`config.mk`:
```
export PLATFORM = sky130hd
export DESIGN_NAME = frame_sync_acq
export DESIGN_NICKNAME = d
export VERILOG_FILES = /design/src/rtl/frame_sync_pkg.sv /design/src/rtl/frame_sync_datapath.sv /design/src/rtl/frame_sync_ctrl.sv /design/src/rtl/frame_sync_acq.sv
export SDC_FILE = /design/constraint.sdc
export NUM_CORES = 1
export LEC_CHECK = 0
export BUFFER_PORTS_ARGS = -buffer_cell sky130_fd_sc_hd__clkbuf_2
export CAP_MARGIN = 20
export CELL_PAD_IN_SITES_DETAIL_PLACEMENT = 1
export CELL_PAD_IN_SITES_GLOBAL_PLACEMENT = 1
export CORE_ASPECT_RATIO = 0.9
export CORE_UTILIZATION = 41
export DETAILED_ROUTE_END_ITERATION = 12
export PLACE_DENSITY_LB_ADDON = 0.1
export SYNTH_ARGS = -nofsm -noshare
export SYNTH_HDL_FRONTEND = slang
export SYNTH_SLANG_ARGS = --single-unit
```
`constraint.sdc`:
```
create_clock -name clk -period 2.06 [get_ports clk]
set_input_delay 0.309 -clock clk [delete_from_list [all_inputs] [get_ports clk]]
set_output_delay 0.309 -clock clk [all_outputs]
set_load 0.01 [all_outputs]
```
`src/rtl/frame_sync_pkg.sv`:
```
package frame_sync_pkg;
  typedef enum logic [1:0] {
    ST_SEARCH  = 2'd0,
    ST_CONFIRM = 2'd1,
    ST_LOCK    = 2'd2,
    ST_LOSS    = 2'd3
  } syncState_t;

  // Strobes from control to datapath, already qualified by bitValid.
  typedef struct packed {
    logic restartPhase;
    logic clearMiss;
    logic bumpMiss;
  } ctrlStrobe_t;

  // Observations from datapath to control for the current bit.
  typedef struct packed {
    logic hit;
    logic due;
    logic missLimit;
  } dpStatus_t;
endpackage

```
`src/rtl/frame_sync_datapath.sv`:
```
module frame_sync_datapath
  import frame_sync_pkg::*;
#(
  parameter int SYNC_W    = 8,
  parameter int FRAME_LEN = 32,
  parameter int MAX_MISS  = 3
) (
  input  logic              clk,
  input  logic              rstN,
  input  logic              bitIn,
  input  logic              bitValid,
  input  logic [SYNC_W-1:0] syncWord,
  input  ctrlStrobe_t       strobe,
  output dpStatus_t         status
);
  localparam int PH_W   = (FRAME_LEN > 1) ? $clog2(FRAME_LEN) : 1;
  localparam int FILL_W = $clog2(SYNC_W);
  localparam int MISS_W = $clog2(MAX_MISS + 1);
  localparam int MISS_LIMIT = (MAX_MISS >= 2) ? MAX_MISS - 2 : 0;
  localparam logic [PH_W-1:0]   PH_LAST   = PH_W'(FRAME_LEN - 1);
  localparam logic [FILL_W-1:0] FILL_FULL = FILL_W'(SYNC_W - 1);

  logic [SYNC_W-1:0] window;
  logic [SYNC_W-1:0] nextWindow;
  logic [FILL_W-1:0] fillCnt;
  logic [PH_W-1:0]   phase;
  logic [MISS_W-1:0] missCnt;
  logic              filled;

  assign nextWindow = {window[SYNC_W-2:0], bitIn};
  assign filled     = (fillCnt == FILL_FULL);

  assign status.hit       = filled && (nextWindow == syncWord);
  assign status.due       = (phase == PH_LAST);
  assign status.missLimit = (missCnt == MISS_W'(MISS_LIMIT));

  // Sliding window and fill count advance on valid bits only.
  always_ff @(posedge clk) begin
    if (!rstN) begin
      window  <= '0;
      fillCnt <= '0;
    end else if (bitValid) begin
      window <= nextWindow;
      if (!filled) fillCnt <= fillCnt + 1'b1;
    end
  end

  // Bits elapsed since the last (expected) sync end; wraps each frame.
  always_ff @(posedge clk) begin
    if (!rstN) begin
      phase <= '0;
    end else if (bitValid) begin
      if (strobe.restartPhase || status.due) phase <= '0;
      else                                   phase <= phase + 1'b1;
    end
  end

  // Misses seen while in the loss-check state.
  always_ff @(posedge clk) begin
    if (!rstN)                 missCnt <= '0;
    else if (strobe.clearMiss) missCnt <= '0;
    else if (strobe.bumpMiss)  missCnt <= missCnt + 1'b1;
  end
endmodule

```
`src/rtl/frame_sync_ctrl.sv`:
```
module frame_sync_ctrl
  import frame_sync_pkg::*;
#(
  parameter int MAX_MISS = 3
) (
  input  logic        clk,
  input  logic        rstN,
  input  logic        bitValid,
  input  dpStatus_t   status,
  output ctrlStrobe_t strobe,
  output syncState_t  state,
  output logic        frameStart,
  output logic        locked
);
  syncState_t nextState;
  logic       check;

  assign check = bitValid && status.due;

  always_comb begin
    nextState = state;
    strobe    = '0;
    unique case (state)
      ST_SEARCH: begin
        if (bitValid && status.hit) begin
          nextState           = ST_CONFIRM;
          strobe.restartPhase = 1'b1;
        end
      end
      ST_CONFIRM: begin
        if (check) begin
          if (status.hit) begin
            nextState        = ST_LOCK;
            strobe.clearMiss = 1'b1;
          end else begin
            nextState = ST_SEARCH;
          end
        end
      end
      ST_LOCK: begin
        if (check && !status.hit) begin
          strobe.clearMiss = 1'b1;
          nextState        = (MAX_MISS <= 1) ? ST_SEARCH : ST_LOSS;
        end
      end
      ST_LOSS: begin
        if (check) begin
          if (status.hit) begin
            nextState        = ST_LOCK;
            strobe.clearMiss = 1'b1;
          end else if (status.missLimit) begin
            nextState = ST_SEARCH;
          end else begin
            strobe.bumpMiss = 1'b1;
          end
        end
      end
      default: nextState = ST_SEARCH;
    endcase
  end

  always_ff @(posedge clk) begin
    if (!rstN) state <= ST_SEARCH;
    else       state <= nextState;
  end

  assign locked     = (state == ST_LOCK) || (state == ST_LOSS);
  assign frameStart = check && locked;
endmodule

```
`src/rtl/frame_sync_acq.sv`:
```
module frame_sync_acq
  import frame_sync_pkg::*;
#(
  parameter int SYNC_W    = 8,
  parameter int FRAME_LEN = 32,
  parameter int MAX_MISS  = 3
) (
  input  logic              clk,
  input  logic              rstN,
  input  logic              bitIn,
  input  logic              bitValid,
  input  logic [SYNC_W-1:0] syncWord,
  output logic              locked,
  output logic              frameStart,
  output logic [1:0]        stateOut
);
  ctrlStrobe_t strobe;
  dpStatus_t   status;
  syncState_t  state;

  frame_sync_datapath #(
    .SYNC_W(SYNC_W), .FRAME_LEN(FRAME_LEN), .MAX_MISS(MAX_MISS)
  ) uDatapath (
    .clk(clk), .rstN(rstN), .bitIn(bitIn), .bitValid(bitValid),
    .syncWord(syncWord), .strobe(strobe), .status(status)
  );

  frame_sync_ctrl #(
    .MAX_MISS(MAX_MISS)
  ) uCtrl (
    .clk(clk), .rstN(rstN), .bitValid(bitValid), .status(status),
    .strobe(strobe), .state(state), .frameStart(frameStart),
    .locked(locked)
  );

  assign stateOut = state;
endmodule

```
==> results of run 1 <==
## cells in the mapped netlist (all sizes together), types with 4 or more instances
| master | count | area share [%] |
|---|---|---|
| a21boi | 6 | 4.3 |
| clkbuf | 4 | 1.4 |
| dfxtp | 19 | 37 |
| ha | 5 | 6.0 |
| mux2i | 10 | 9.6 |
| nand2 | 9 | 3.2 |
| nand2b | 5 | 3.0 |
| nand3 | 6 | 2.9 |
| nor2 | 5 | 1.8 |
| nor2b | 11 | 6.6 |
| xor2 | 8 | 6.7 |
## path summary, 6_finish.rpt
check,from,to,slack [ns],cells past startpoint
worst max-delay path,uDatapath.phase[1]$_SDFFE_PN0P_,frameStart,0.14,6
worst min-delay path,bitIn,uDatapath.window[0]$_SDFFE_PN0P_,0.29,3
worst max register to register,uDatapath.phase[1]$_SDFFE_PN0P_,uDatapath.missCnt[1]$_SDFFE_PP0P_,0.25,8
worst min register to register,uDatapath.phase[4]$_SDFFE_PN0P_,uDatapath.phase[4]$_SDFFE_PN0P_,0.50,2
## sequential cells by signal, summed over array words and instances (netlist names), named ones only
register / cells
uDatapath.window: 7
uCtrl.state: 1
uDatapath.fillCnt: 3
uDatapath.missCnt: 2
uDatapath.phase: 5
## per-layer routing
metal  vias up  track usage (%)
li1        417                -
met4         0             7.50
met1       390             20.7
met5         -                0
met2        13             32.3
met3         4             6.48
## per-stage QoR
step,instances,utilization (%)
3_3_place_gp,152,50.2
5_1_grt,156,51.8
4_1_cts,156,51.4
3_5_place_dp,152,50.2
6_report,156,51.8
2_1_floorplan,113,-
## worst reg2reg max path, delay by kind of cell, from the launching register on
family                     cells  cell delay, ns
AOI/OAI and AO/OA              1            0.14
and+or+nand+nor                4            0.69
DFF                            1            0.37
muxes                          1            0.16
adders and majority gates      2            0.42
## kinds of logic (layout without fill, tap and decap cells)
family,after synthesis,after routing,share of synthesized area [%]
compound gates,12,12,9.02
mux,12,12,11.8
buf+inv,8,24,3.00
xor+xnor,9,9,7.57
fa+ha+maj,5,5,6.01
flops,19,19,36.5
simple gates,48,48,26.1
## repair_timing
action                                  4_1_cts  5_1_grt
endpoints found under the setup margin        0        3
resized for setup                             0        3
buffers inserted                              0        0
## cell type report
cell class                 count  area [um^2]  share of cell area, %
timing repair buffer          17         90.1                   7.63
clock inverter                 1         5.00                  0.424
tap                           27         33.8                   2.86
multi-input combinational     86          637                   53.9
clock buffer                   3         22.5                   1.91
sequential                    19          382                   32.3
inverter                       3         11.3                  0.953
## power breakdown
| group | switching, mW | leakage, nW | internal, mW | total, mW |
|---|---|---|---|---|
| clock network | 0.119 | 0.0177 | 0.0726 | 0.191 |
| logic | 0.0331 | 0.355 | 0.0360 | 0.0691 |
| registers | 0.00800 | 0.154 | 0.378 | 0.386 |
| total | 0.160 | 0.528 | 0.486 | 0.646 |
==> reports/metrics.cfg, run 1 <==
[worst_setup_path]
critical_path.max_fanout = 4
critPathMaxStageDelay_ns = 0.37
critical_path.endpoint_type = primary output
cp_cell_sequence = ha_1 > and3_1 > ha_2 > nand3_2 > inv_1 > clkbuf_2
cp_num_buf_inv = 2
critPathSlowestCell = dfxtp_1
crit_arrival_ns = 1.61
critPathTopFamily = adder cells
cp.required_ns = 1.75
crit_type = flip-flop to primary output
worstSetupStartpointType = flip-flop

[grt]
grt_pass1_wl_um = 3660
overflow = 0
grt_pass1_vias = 888
grtUsageTotal_pct = 19.0
grt_max_degree = 20
antenna_found_initial = 0

[floorplanning]
core_area_um2 = 2280
io_pins = 16
placementRows = 16
start_util_pct = 45.6
die-width_um = 55.1
die_height_um = 49.8
dieArea_um2 = 2750

[drt]
drcViolationCount = 0
ant_nets = 0
highest_layer = met4
drt-total-wl_um = 2120
avgRoutedWirePerCell_um = 13.6
wl_met1_um = 1000
first_pass_iters = 2
drt-vias-per-instance = 5.28
drt-initial-drc-count = 3
dr_wl_met3_um = 85
dr_total_vias = 824
wl_met2_um = 996

[timing]
setup_violations = 0
grt_setup_unrepaired = no
period_needed_ns = 1.92
postLayoutSetupSlackWorst_ns = 0.143
clock_skew_ns = 0.00377
fin_setup_tns_ns = 0
hold_slack_ns = 0.292
post-route-period-util_pct = 93.1
slew_headroom_pct = 73.9
drv_slew = 0
tightestPinTransition_ns = 0.388
finalHoldViolations = 0
max_freq_mhz = 522

[layout]
final_nets = 147
final_common_cell = dfxtp_1
diodes = 0
drive_gt1_share_pct = 22.5
final_cell_mix = 18 x dfxtp_1, 15 x clkbuf_2, 11 x nor2b_1, 10 x mux2i_1, 9 x nand2_1
area_delta_synth_final_pct = 13.5
fillers = 276
final_area_um2 = 1180

[placed_design]
portBuffers = 15
place_hpwl_um = 1620
dpl-instance-area_um2 = 1140
pre_cts_ws_ns = 0.147
gp_congestion = 0.729

[clock_network]
cts_buffers = 3
h-tree-depth = 1
cts_tree = done
cts.clk_slew.worst_paths_ns = 0.11
clock-sinks = 19
clockRootBuffer = clkbuf_4
cts_hold_buf = 0
clk_path_buf_depth = 2
clock_latency_ns = 0.30

[pwr]
total_power_uw = 646
power.density_nw_per_um2 = 547
p_leak_nw = 0.528
vdd_drop_max_v = 0.000388

[logic_synthesis]
ys.flop_type = dfxtp_1
synth_area_um2 = 1040
synth_edf_count = 0
yosys_warnings = 0
netlist_instances = 113
async_reset_ff_share_pct = 0
synth_cell_types = 33
synth_nets = 130
ys_ff_latch = 19
avgSynthCellArea_um2 = 9.21
yosysSeqAreaShare_pct = 36.5

[run]
drv_cap = 0

[hold_path]
hold_class = input port to flip-flop

[outcome]
status = finished clean

(Power assumes the default switching activity.)
==> run 2, diff against run 1 <==
RECOVER_POWER = 25   (was not set)
==> run 2 against run 1 <==
Effect of this change:
- first-iteration DRC count unchanged
- sequential share of layout area up 0.14 points
- via count up 0.12%
- core utilization down 0.22 points
- worst hold slack better by 0.0011 ns
- global-route usage unchanged
- register-to-register slack about the same
- die area unchanged
- final area down 0.42%
- clock-buffer cell count unchanged
- combinational power down 1%
- maximum frequency about the same
- critical path type unchanged
- critical endpoint unchanged
- largest cell class unchanged
==> reports/metrics.cfg, run 2 (same netlist as run 1, synthesis figures left out) <==
[drt]
first_pass_iters = 2
ant_nets = 0
drt-initial-drc-count = 3
dr_total_vias = 825
drt-vias-per-instance = 5.29
drt-total-wl_um = 2120
avgRoutedWirePerCell_um = 13.6
drcViolationCount = 0

[layout]
area_delta_synth_final_pct = 13.0
largest-register = uDatapath.window
final_nets = 147
final_common_cell = dfxtp_1
diodes = 0
final_util_pct = 51.5
reg_top3 = uDatapath.window (7), uDatapath.phase (5), uDatapath.fillCnt (3)
final_cell_mix = 18 x dfxtp_1, 14 x clkbuf_2, 11 x nor2b_1, 10 x mux2i_1, 9 x nand2_1
fillers = 276
final_area_um2 = 1180
drive_gt1_share_pct = 20.9
largest_reg_flops = 7

[clock_network]
cts.clk_slew.worst_paths_ns = 0.11
clock_latency_ns = 0.30
h-tree-depth = 1
clockRootBuffer = clkbuf_4
cts_tree = done
clk_path_buf_depth = 2
cts_hold_buf = 0
clock-sinks = 19
cts_buffers = 3

[grt]
grt_pass1_vias = 888
overflow = 0
grt_max_degree = 20
antenna_found_initial = 0
grtUsageTotal_pct = 19.0
grt_pass1_wl_um = 3660

[run]
drv_cap = 0

[worst_setup_path]
ff2ff_setup_slack_ns = 0.24
r2r-end = uDatapath.missCnt[1]$_SDFFE_PP0P_
critical_path.endpoint_type = primary output
worstSetupStartpointType = flip-flop
rr_startpoint = uDatapath.phase[1]$_SDFFE_PN0P_
crit_arrival_ns = 1.61
reg2reg_depth = 8
crit_type = flip-flop to primary output
cp.required_ns = 1.75
critical_path.max_fanout = 4

[hold_path]
hold_class = input port to flip-flop
holdPathStages = 3
min_to = uDatapath.window[0]$_SDFFE_PN0P_
holdCritStartpoint = bitIn

[timing]
grt_setup_unrepaired = no
post-route-period-util_pct = 93.1
postLayoutSetupSlackWorst_ns = 0.141
setup_violations = 0
clock_skew_ns = 0.00403
tightestPinTransition_ns = 0.838
drv_slew = 0
fin_setup_tns_ns = 0
finalHoldViolations = 0
slew_headroom_pct = 44.1
max_freq_mhz = 521
period_needed_ns = 1.92

[pwr]
vdd_drop_max_v = 0.000387
total_power_uw = 645
power.density_nw_per_um2 = 548
p_leak_nw = 0.521

[floorplanning]
io_pins = 16
start_util_pct = 45.6
die_height_um = 49.8
placementRows = 16
dieArea_um2 = 2750
core_area_um2 = 2280
die-width_um = 55.1

[outcome]
status = finished clean

[placed_design]
dpl-instance-area_um2 = 1140
gp_congestion = 0.729
place_hpwl_um = 1620
portBuffers = 15
pre_cts_ws_ns = 0.147

-- run 2: cell count changes in the layout (fill, tap and decap cells not counted), sizes merged --
cell,delta
buf,-1
clkbuf,+1
-- run 2: metal layers --
layer,up-vias,part of all wire [%],GRT usage [%]
li1,417,-,-
met1,391,47,20.7
met2,13,47,32.3
met3,4,4.1,6.48
met4,0,1.4,7.50
met5,-,0,0
-- run 2: worst max-delay path by stage --
stage | from | endpoint | depth (start not counted)
3_3_place_gp | uDatapath.phase[0]$_SDFFE_PN0P_ | uDatapath.missCnt[0]$_SDFFE_PP0P_ | 6
4_1_cts | uDatapath.phase[0]$_SDFFE_PN0P_ | frameStart | 6
2_1_floorplan | uDatapath.phase[0]$_SDFFE_PN0P_ | uDatapath.missCnt[0]$_SDFFE_PP0P_ | 6
5_1_grt | uDatapath.phase[1]$_SDFFE_PN0P_ | frameStart | 6
6_report | uDatapath.phase[1]$_SDFFE_PN0P_ | frameStart | 6
3_5_place_dp | uDatapath.phase[0]$_SDFFE_PN0P_ | uDatapath.missCnt[1]$_SDFFE_PP0P_ | 8
-- run 2: what timing repair did --
item / CTS / global route
setup endpoints to repair: 0 / 3
gates resized for setup: 0 / 3
buffers inserted: 0 / 0
-- run 2: final cells by class --
| cell class | instances | area [um^2] | area share [%] |
|---|---|---|---|
| timing repair buffer | 17 | 85.1 | 7.23 |
| multi-input combinational | 86 | 637 | 54.1 |
| sequential | 19 | 382 | 32.4 |
| clock buffer | 3 | 22.5 | 1.91 |
| inverter | 3 | 11.3 | 0.957 |
| tap | 27 | 33.8 | 2.87 |
| clock inverter | 1 | 5.00 | 0.426 |
-- run 2: critical path, cell delays in order (launching register included) --
cell and delay [ns]:
dfxtp_1 0.37, ha_1 0.19, and3_1 0.18, ha_2 0.23
nand3_2 0.13, inv_1 0.09, clkbuf_2 0.12
-- run 2: through the flow --
step | std cells | hold slack (ns)
2_1_floorplan | 113 | 0.458
3_3_place_gp | 152 | 0.468
3_5_place_dp | 152 | 0.482
4_1_cts | 156 | 0.286
5_1_grt | 156 | 0.298
6_report | 156 | 0.293
-- run 2: power breakdown --
| part | switching, mW | internal [mW] |
|---|---|---|
| registers | 0.00800 | 0.378 |
| logic | 0.0332 | 0.0352 |
| clock network | 0.118 | 0.0726 |
==> run 3, diff against run 2 <==
CELL_PAD_IN_SITES_DETAIL_PLACEMENT = not set   (was 1)
CELL_PAD_IN_SITES_GLOBAL_PLACEMENT = not set   (was 1)
CORE_UTILIZATION = 54   (was 41)
GPL_TIMING_DRIVEN = 0   (was not set)
PLACE_DENSITY = 0.76   (was not set)
PLACE_DENSITY_LB_ADDON = not set   (was 0.1)
clock period = 2.2 ns   (was 2.06 ns; I/O delays follow)
==> run 3 against run 2 <==
Effect of this change:
- final area decreased by 0.74%
- critical path type unchanged
- register-to-register slack improved by 0.12 ns
- clock-buffer cell count increased by 1
- wire length decreased by 14%
- non-clock buffer count increased by 2
- critical endpoint unchanged
- sequential share of layout area increased by 0.14 points
- sequential power decreased by 6.5%
- clock power decreased by 8%
- largest cell class unchanged
- die area decreased by 23%
- first-iteration DRC count increased to 6.0 times the previous value
==> reports/metrics.cfg, run 3 (same netlist as run 1, synthesis figures left out) <==
[placed_design]
place_hpwl_um = 1400
portBuffers = 14
gp_congestion = 0.793
dpl-instance-area_um2 = 1140
pre_cts_ws_ns = 0.378

[worst_setup_path]
rr_startpoint = uDatapath.phase[0]$_SDFFE_PN0P_
critPathSlowestCell = dfxtp_1
crit_arrival_ns = 1.62
worstSetupStartpointType = flip-flop
cp_cell_sequence = ha_1 > and3_1 > ha_1 > nand3_1 > inv_1 > clkbuf_2
cp.required_ns = 1.87
ff2ff_setup_slack_ns = 0.36
crit_type = flip-flop to primary output
reg2reg_depth = 8
critical_path.max_fanout = 4
r2r-end = uDatapath.missCnt[1]$_SDFFE_PP0P_
cp_common_cell = ha_1
cp_num_buf_inv = 2
critPathTopFamily = adder cells
critical_path.endpoint_type = primary output
critPathMaxStageDelay_ns = 0.35

[timing]
max_freq_mhz = 512
finalHoldViolations = 0
grt_setup_unrepaired = no
period_needed_ns = 1.95
fin_setup_tns_ns = 0
drv_slew = 0
post-route-period-util_pct = 88.7
postLayoutSetupSlackWorst_ns = 0.249
setup_violations = 0
slew_headroom_pct = 73.1
hold_slack_ns = 0.320
clock_skew_ns = 0.00559
tightestPinTransition_ns = 0.400

[drt]
drt-total-wl_um = 1820
drt-vias-per-instance = 5.21
avgRoutedWirePerCell_um = 11.7
dr_total_vias = 807
first_pass_iters = 4
ant_nets = 0
drt-initial-drc-count = 18
drcViolationCount = 0

[layout]
area_delta_synth_final_pct = 12.1
largest_reg_flops = 7
final_nets = 149
regArea_um2 = 380
final_common_cell = dfxtp_1
final_cell_mix = 19 x dfxtp_1, 14 x clkbuf_2, 11 x nor2b_1, 10 x mux2i_1, 9 x nand2_1
fillers = 137
drive_gt1_share_pct = 17.6
reg_top3 = uDatapath.window (7), uDatapath.phase (5), uDatapath.fillCnt (3)
diodes = 0
final_area_um2 = 1170
largest-register = uDatapath.window
multiInputGateArea_um2 = 629

[clock_network]
cts_tree = done
cts_buffers = 3
clock_latency_ns = 0.30
clk_path_buf_depth = 2
cts_hold_buf = 0
cts.clk_slew.worst_paths_ns = 0.11
h-tree-depth = 1
postCtsResizedCells = 0
post_cts_buffers = 0
clock-sinks = 19
clockRootBuffer = clkbuf_4

[hold_path]
min_to = uDatapath.window[0]$_SDFFE_PN0P_
hold_class = input port to flip-flop
holdPathStages = 3
holdCritStartpoint = bitIn

[pwr]
p_clk_share_pct = 29.4
swShare_pct = 23.9
internal-power_uw = 456
p_seq_share_pct = 60.1
vdd_drop_max_v = 0.000358
total_power_uw = 600
power.density_nw_per_um2 = 514
p_leak_nw = 0.522
switching_power_uw = 143
power_frac_comb_pct = 10.5

[grt]
grt_pass1_wl_um = 3100
grtUsageTotal_pct = 20.9
antenna_found_initial = 0
overflow = 0
grt_pass1_vias = 749
grt_max_degree = 11

[floorplanning]
io_pins = 16
dieArea_um2 = 2110
core_area_um2 = 1730
start_util_pct = 60.0
die_height_um = 43.7
placementRows = 14
die-width_um = 48.3

[run]
drv_cap = 0

[outcome]
status = finished clean

run 3: cell count changes in the layout (fill, tap and decap cells not counted), sizes merged:
cell    change
clkinv      -1
clkbuf      +3
run 3: worst max path at each step:
| stage | endpoint | slack [ns] | startpoint | cells past startpoint |
|---|---|---|---|---|
| final | frameStart | 0.25 | uDatapath.phase[0]$_SDFFE_PN0P_ | 6 |
| after global routing | frameStart | 0.07 | uDatapath.phase[0]$_SDFFE_PN0P_ | 6 |
| after CTS | frameStart | 0.23 | uDatapath.phase[0]$_SDFFE_PN0P_ | 6 |
| after detailed placement | uDatapath.missCnt[0]$_SDFFE_PP0P_ | 0.38 | uDatapath.phase[0]$_SDFFE_PN0P_ | 6 |
| after global placement | uDatapath.missCnt[0]$_SDFFE_PP0P_ | 0.41 | uDatapath.phase[0]$_SDFFE_PN0P_ | 6 |
| after floorplan | uDatapath.missCnt[0]$_SDFFE_PP0P_ | 0.51 | uDatapath.phase[0]$_SDFFE_PN0P_ | 6 |
run 3: worst register-to-register path, stage by stage, from the launching register on:
cell and delay (ns):
dfxtp_1 0.38, ha_1 0.20, and3_1 0.17, ha_1 0.22
nand3_1 0.16, nor3b_1 0.27, nand2_1 0.11, o22ai_1 0.14
mux2_2 0.16
run 3: power groups by stage:
stage	registers (mW)	logic (mW)	clock network [mW]
2_1_floorplan	0.367	0.0441	0
3_3_place_gp	0.368	0.0607	0
3_5_place_dp	0.369	0.0627	0
4_1_cts	0.361	0.0631	0.185
5_1_grt	0.362	0.0711	0.196
6_report	0.361	0.0628	0.176
run 3: cell type report:
class | count | share of cell area, %
multi-input cells | 86 | 53.9
flip-flops and latches | 19 | 32.6
repair buffers | 14 | 6.00
well taps | 24 | 2.57
clock buffers | 4 | 2.25
plain buffers | 5 | 1.71
inverters | 3 | 0.965
run 3: through the flow:
step | cells | utilization, %
after floorplan | 113 | -
after detailed placement | 151 | 65.8
after CTS | 155 | 67.3
final | 155 | 67.3
after global placement | 151 | 65.8
after global routing | 155 | 67.3
run 3: per-layer routing:
metal	vias to the layer above	GRT usage (%)	part of all wire (%)
li1	427	-	-
met1	365	25.3	46
met2	13	33.9	49
met3	2	7.50	3.6
met4	0	6.67	1.2
met5	-	0	0
